--- config.mk ---
export PLATFORM = sky130hd
export DESIGN_NAME = irq_ack_ctrl
export DESIGN_NICKNAME = d
export VERILOG_FILES = /design/src/rtl/irq_seq_pkg.sv /design/src/rtl/irq_nmi_catch.sv /design/src/rtl/irq_ack_seq.sv /design/src/rtl/irq_wait_gate.sv /design/src/rtl/irq_ack_ctrl.sv
export SDC_FILE = /design/constraint.sdc
export NUM_CORES = 1
export LEC_CHECK = 0
export BUFFER_PORTS_ARGS = -buffer_cell sky130_fd_sc_hd__buf_4
export CORE_AREA = 2 2 39 41
export CTS_CLUSTER_SIZE = 40
export DETAILED_ROUTE_END_ITERATION = 7
export DIE_AREA = 0 0 41 43
export GPL_TIMING_DRIVEN = 0
export MAX_ROUTING_LAYER = met4
export PLACE_DENSITY = 0.63
export SYNTH_ARGS = -nofsm -noshare
export SYNTH_HDL_FRONTEND = slang
export SYNTH_SLANG_ARGS = --single-unit
export TNS_END_PERCENT = 1
--- constraint.sdc ---
create_clock -name clk -period 1.8 [get_ports clk]
set_clock_uncertainty 0.1 [all_clocks]
set_input_delay 0.36 -clock clk [delete_from_list [all_inputs] [get_ports clk]]
set_output_delay 0.36 -clock clk [all_outputs]
set_load 0.05 [all_outputs]
--- src/rtl/irq_seq_pkg.sv ---
package irq_seq_pkg;

    typedef enum logic [1:0] {
        ACK_IDLE   = 2'd0,
        ACK_FIRST  = 2'd1,
        ACK_GAP    = 2'd2,
        ACK_SECOND = 2'd3
    } ack_state_e;

    typedef struct packed {
        logic nmi;
        logic mask;
    } take_t;

    // Priority choice at one decision point: latched NMI first, then an enabled level request.
    function automatic take_t pick_take(logic decide, logic nmi_pend, logic intr, logic ie);
        take_t t;
        t.nmi  = decide & nmi_pend;
        t.mask = decide & ~nmi_pend & intr & ie;
        return t;
    endfunction

    function automatic int unsigned max2(int unsigned a, int unsigned b);
        return (a > b) ? a : b;
    endfunction

endpackage

--- src/rtl/irq_nmi_catch.sv ---
module irq_nmi_catch (
    input  logic clk,
    input  logic rst,
    input  logic nmi_i,
    input  logic take_i,
    output logic pend_o
);
    logic prev_q;
    logic pend_q;
    logic rise;

    assign rise   = nmi_i & ~prev_q;
    assign pend_o = pend_q;

    always_ff @(posedge clk) begin
        if (rst) begin
            prev_q <= nmi_i;   // a level held through reset is not an edge
            pend_q <= 1'b0;
        end else begin
            prev_q <= nmi_i;
            pend_q <= rise | (pend_q & ~take_i);
        end
    end

    assert_nmi_edge_latched_R2: assert property (@(posedge clk) disable iff (rst)
        $rose(nmi_i) |=> pend_o);

    assert_nmi_cleared_on_take_R10: assert property (@(posedge clk) disable iff (rst)
        (take_i && !$rose(nmi_i)) |=> !pend_o);

endmodule

--- src/rtl/irq_ack_seq.sv ---
module irq_ack_seq
    import irq_seq_pkg::*;
#(
    parameter int unsigned PULSE_CYCLES = 2,
    parameter int unsigned GAP_CYCLES   = 2
) (
    input  logic clk,
    input  logic rst,
    input  logic start_i,
    output logic busy_o,
    output logic inta_n_o,
    output logic strobe_o
);
    localparam int unsigned CW = $clog2(max2(PULSE_CYCLES, GAP_CYCLES) + 1);
    localparam logic [CW-1:0] PULSE_LAST = CW'(PULSE_CYCLES - 1);
    localparam logic [CW-1:0] GAP_LAST   = CW'(GAP_CYCLES - 1);

    ack_state_e    st_q;
    logic [CW-1:0] cnt_q;

    always_ff @(posedge clk) begin
        if (rst) begin
            st_q  <= ACK_IDLE;
            cnt_q <= '0;
        end else begin
            unique case (st_q)
                ACK_IDLE: begin
                    cnt_q <= '0;
                    if (start_i) st_q <= ACK_FIRST;
                end
                ACK_FIRST: begin
                    if (cnt_q == PULSE_LAST) begin
                        st_q  <= ACK_GAP;
                        cnt_q <= '0;
                    end else begin
                        cnt_q <= cnt_q + 1'b1;
                    end
                end
                ACK_GAP: begin
                    if (cnt_q == GAP_LAST) begin
                        st_q  <= ACK_SECOND;
                        cnt_q <= '0;
                    end else begin
                        cnt_q <= cnt_q + 1'b1;
                    end
                end
                ACK_SECOND: begin
                    if (cnt_q == PULSE_LAST) begin
                        st_q  <= ACK_IDLE;
                        cnt_q <= '0;
                    end else begin
                        cnt_q <= cnt_q + 1'b1;
                    end
                end
                default: begin
                    st_q  <= ACK_IDLE;
                    cnt_q <= '0;
                end
            endcase
        end
    end

    assign busy_o   = (st_q != ACK_IDLE);
    assign inta_n_o = ~((st_q == ACK_FIRST) | (st_q == ACK_SECOND));
    assign strobe_o = (st_q == ACK_SECOND) & (cnt_q == PULSE_LAST);

    assert_start_drops_inta_R5: assert property (@(posedge clk) disable iff (rst)
        (start_i && !busy_o) |=> !inta_n_o);

    assert_strobe_inside_pulse_R6: assert property (@(posedge clk) disable iff (rst)
        strobe_o |-> (!inta_n_o && busy_o));

    assert_strobe_ends_seq_R6: assert property (@(posedge clk) disable iff (rst)
        strobe_o |=> (inta_n_o && !strobe_o));

endmodule

--- src/rtl/irq_wait_gate.sv ---
module irq_wait_gate (
    input  logic clk,
    input  logic wait_i,
    input  logic test_n_i,
    output logic stall_o
);
    // Plain input sample; no reset, so it already tracks the pin while reset is held.
    logic test_q;

    always_ff @(posedge clk) begin
        test_q <= test_n_i;
    end

    assign stall_o = wait_i & test_q;

endmodule

--- src/rtl/irq_ack_ctrl.sv ---
module irq_ack_ctrl
    import irq_seq_pkg::*;
#(
    parameter int unsigned PULSE_CYCLES = 2,
    parameter int unsigned GAP_CYCLES   = 2
) (
    input  logic clk,
    input  logic rst,
    input  logic intr_req,
    input  logic nmi_req,
    input  logic ie_flag,
    input  logic insn_boundary,
    input  logic wait_busy,
    input  logic test_n,
    output logic inta_n,
    output logic vec_strobe,
    output logic take_nmi,
    output logic take_mask,
    output logic stall
);
    logic  nmi_pend;
    logic  ack_busy;
    logic  decide;
    take_t take_now;
    take_t take_q;

    irq_nmi_catch u_nmi (
        .clk    (clk),
        .rst    (rst),
        .nmi_i  (nmi_req),
        .take_i (take_now.nmi),
        .pend_o (nmi_pend)
    );

    irq_wait_gate u_wait (
        .clk      (clk),
        .wait_i   (wait_busy),
        .test_n_i (test_n),
        .stall_o  (stall)
    );

    irq_ack_seq #(
        .PULSE_CYCLES (PULSE_CYCLES),
        .GAP_CYCLES   (GAP_CYCLES)
    ) u_ack (
        .clk      (clk),
        .rst      (rst),
        .start_i  (take_now.mask),
        .busy_o   (ack_busy),
        .inta_n_o (inta_n),
        .strobe_o (vec_strobe)
    );

    assign decide   = ~ack_busy & (insn_boundary | stall);
    assign take_now = pick_take(decide, nmi_pend, intr_req, ie_flag);

    always_ff @(posedge clk) begin
        if (rst) take_q <= '0;
        else     take_q <= take_now;
    end

    assign take_nmi  = take_q.nmi;
    assign take_mask = take_q.mask;

    assert_takes_exclusive_R4: assert property (@(posedge clk) disable iff (rst)
        !(take_nmi && take_mask));

    assert_mask_needs_enable_R3: assert property (@(posedge clk) disable iff (rst)
        take_mask |-> $past(ie_flag && intr_req));

    assert_busy_ignores_boundary_R7: assert property (@(posedge clk) disable iff (rst)
        (ack_busy && insn_boundary) |=> (!take_nmi && !take_mask));

    assert_take_needs_point_R7: assert property (@(posedge clk) disable iff (rst)
        (!insn_boundary && !stall) |=> (!take_nmi && !take_mask));

    assert_stall_needs_wait_R8: assert property (@(posedge clk) disable iff (rst)
        stall |-> wait_busy);

    assert_test_low_no_stall_R8: assert property (@(posedge clk) disable iff (rst)
        (wait_busy && $past(!test_n)) |-> !stall);

endmodule

==> results.py <==
metrics = {
    "run_status": {
        "outcome": "complete, no violations",
    },
    "clock_tree": {
        "root_buffer": "clkbuf_4",
        "post-cts-setup-buffers": 0,
        "clkTransAtPathRegs_ns": 0.06,
        "cts_buffers": 3,
        "cts_tree": "yes",
        "cts_resized": 0,
        "cts_hold_buf": 0,
        "clk_latency_ns": 0.26,
        "cts_sinks": 9,
        "cts_max_path_buffers": 2,
        "htree_levels": 1,
    },
    "floorplanning": {
        "pin_count": 13,
        "start_util_pct": 28.3,
        "core_area_um2": 1380,
        "rows": 14,
        "dieArea_um2": 1760,
        "dieHeight_um": 43,
        "die_w_um": 41,
    },
    "power": {
        "total_power_mw": 0.681,
        "p_leak_nw": 0.250,
        "ir_drop_uv": 626,
        "p_per_area_nw_per_um2": 1290,
    },
    "worst_setup_path": {
        "critPathKind": "flip-flop to output pin",
        "crit_arrival_ns": 1.19,
        "ff2ff_path_depth": 6,
        "end_kind": "output pin",
        "worstPathMaxFanout": 4,
        "r2r_start": "u_ack.st_q[0]",
        "reg2reg_slack_ns": 0.23,
        "worst_ep_required_time_ns": 1.34,
        "start_kind": "flip-flop",
        "r2r_end": "u_ack.st_q[0]",
    },
    "global_routing": {
        "grt_pass1_vias": 300,
        "antenna_found_initial": 0,
        "grt_start_max_net_pins": 7,
        "grt_pass1_wl_um": 1010,
        "track_usage_pct": 8.76,
        "grt_overflow": 0,
    },
    "timing": {
        "drv_slew": 0,
        "rsz0062_at_grt": "false",
        "fin_setup_tns_ns": 0,
        "timing.final.crit_share_pct": 91.9,
        "max_slew_margin_pct": 86.4,
        "final_hold_viol_count": 0,
        "finalCriticalPeriod_ns": 1.65,
        "report.final.setup_viol": 0,
        "worstMarginPinSlew_ns": 0.202,
        "max_freq_mhz": 604,
    },
    "worst_hold_path": {
        "holdPathStages": 1,
        "min_from": "test_n",
        "hold_class": "primary input to flip-flop",
        "worstHoldEndpoint": "u_wait.test_q",
    },
    "run": {
        "maxCapViolCount": 0,
    },
    "route": {
        "ant_nets": 0,
        "wire_per_inst_um": 9.17,
        "drc": 0,
        "dr.first_iter.drc_count": 1,
        "vias_per_cell": 4.38,
        "first_pass_iters": 2,
        "wl_um": 660,
        "vias": 315,
    },
    "yosys": {
        "syn_nets": 53,
        "synth-edff-count": 0,
        "yosys.area.top_type": "dfxtp_1",
        "synth_common_cells": "dfxtp_1 (9), ha_1 (5), inv_1 (4), nand2_1 (3), nor2_1 (3)",
        "async_reset_ff_share_pct": 0,
        "synth_seq_area_share_pct": 46.0,
        "ys_types": 19,
        "yosysMostFrequentCell": "dfxtp_1",
        "ys_ff_latch": 9,
        "synthCells": 40,
        "synth_flop_cell": "dfxtp_1",
        "yosysTopAreaCellShare_pct": 46.0,
        "syn_area_per_cell_um2": 9.79,
        "synth_area_leaders": "dfxtp_1 (46%), ha_1 (16%), inv_1 (3.8%)",
        "syn_area_um2": 392,
        "yosys_warnings": 0,
    },
    "finish": {
        "syn2layout_area_growth_pct": 34.8,
        "diodes": 0,
        "layout-drive-gt1-share_pct": 30.4,
        "layout.nets": 70,
    },
    "placed_design": {
        "gp_congestion": 0.655,
        "port_buffers": 12,
        "hpwl_um": 532,
    },
}
## metal layers
layer	up-vias	GRT usage (%)	wire length [µm]
li1	167	-	-
met1	136	7.12	259
met2	12	15.0	322
met3	0	4.71	78
met4	0	4.00	0
met5	-	-	0
## state kept, by name, summed over array words and instances (netlist names)
register,flops
u_wait.test_q,1
take_nmi,1
u_ack.cnt_q,2
u_nmi.pend_o,1
u_nmi.prev_q,1
take_mask,1
u_ack.st_q,2
## where the power goes
group	switching [mW]	total [mW]	internal (mW)
logic	0.162	0.272	0.109
clock network	0.0711	0.157	0.0855
registers	0.0224	0.252	0.230
total	0.256	0.681	0.425
## logic make-up after synthesis
logic type                 after synthesis  synth area share [%]
muxes                                    1                  2.56
and+or+nand+nor                         17                  23.6
DFF                                      9                  46.0
adders and majority gates                5                  16.0
buffers and inverters                    4                  3.83
AOI/OAI and AO/OA                        4                  7.99
## cell usage in the layout, fill, tap and decap left out
| cell | n |
|---|---|
| nor3b_1 | 1 |
| inv_1 | 4 |
| nor2b_1 | 1 |
| nor4_1 | 2 |
| dfxtp_1 | 9 |
| clkbuf_4 | 3 |
| a21oi_2 | 1 |
| o211a_1 | 1 |
| nor2_1 | 3 |
| ha_1 | 5 |
| mux2i_1 | 1 |
| nor3_1 | 2 |
| nand2b_1 | 1 |
| clkbuf_1 | 1 |
| and2_2 | 1 |
| a21o_1 | 1 |
| nand3b_1 | 1 |
| a21oi_1 | 1 |
| nand2_1 | 3 |
| and2_1 | 1 |
| buf_4 | 12 |
| or3_1 | 1 |
## worst max-delay path, cell delays in order (launching register included)
cell and delay (ns):
dfxtp_1 0.34, ha_1 0.23, and2_2 0.19, buf_4 0.18
## area by class of cell
class	count	area, µm²
inverter	4	15.0
tap	16	20.0
clock buffer	4	26.3
timing repair buffer	12	90.1
sequential	9	180
fill	139	856
multi-input combinational	27	196
## worst max path at each step
stage | start | endpoint | slack (ns) | cells after the start
after floorplan | u_ack.st_q[1] | inta_n | 0.10 | 3
after global placement | u_ack.st_q[0] | u_ack.st_q[0] | 0.24 | 6
after detailed placement | u_ack.st_q[0] | u_ack.st_q[0] | 0.23 | 6
after CTS | u_ack.st_q[0] | vec_strobe | 0.13 | 3
after global routing | u_ack.st_q[0] | vec_strobe | 0.09 | 3
final | u_ack.st_q[0] | vec_strobe | 0.15 | 3
## through the flow
stage	cells	hold WS, ns	instance area, µm²	utilization (%)	setup WS, ns
CTS	72	0.0915	528	38.2	0.134
finish	72	0.103	528	38.2	0.146
global placement	68	0.317	502	36.3	0.241
floorplan	40	0.288	392	-	0.101
detailed placement	68	0.324	502	36.3	0.235
global route	72	0.0866	528	38.2	0.0867
(Power assumes the default switching activity.)
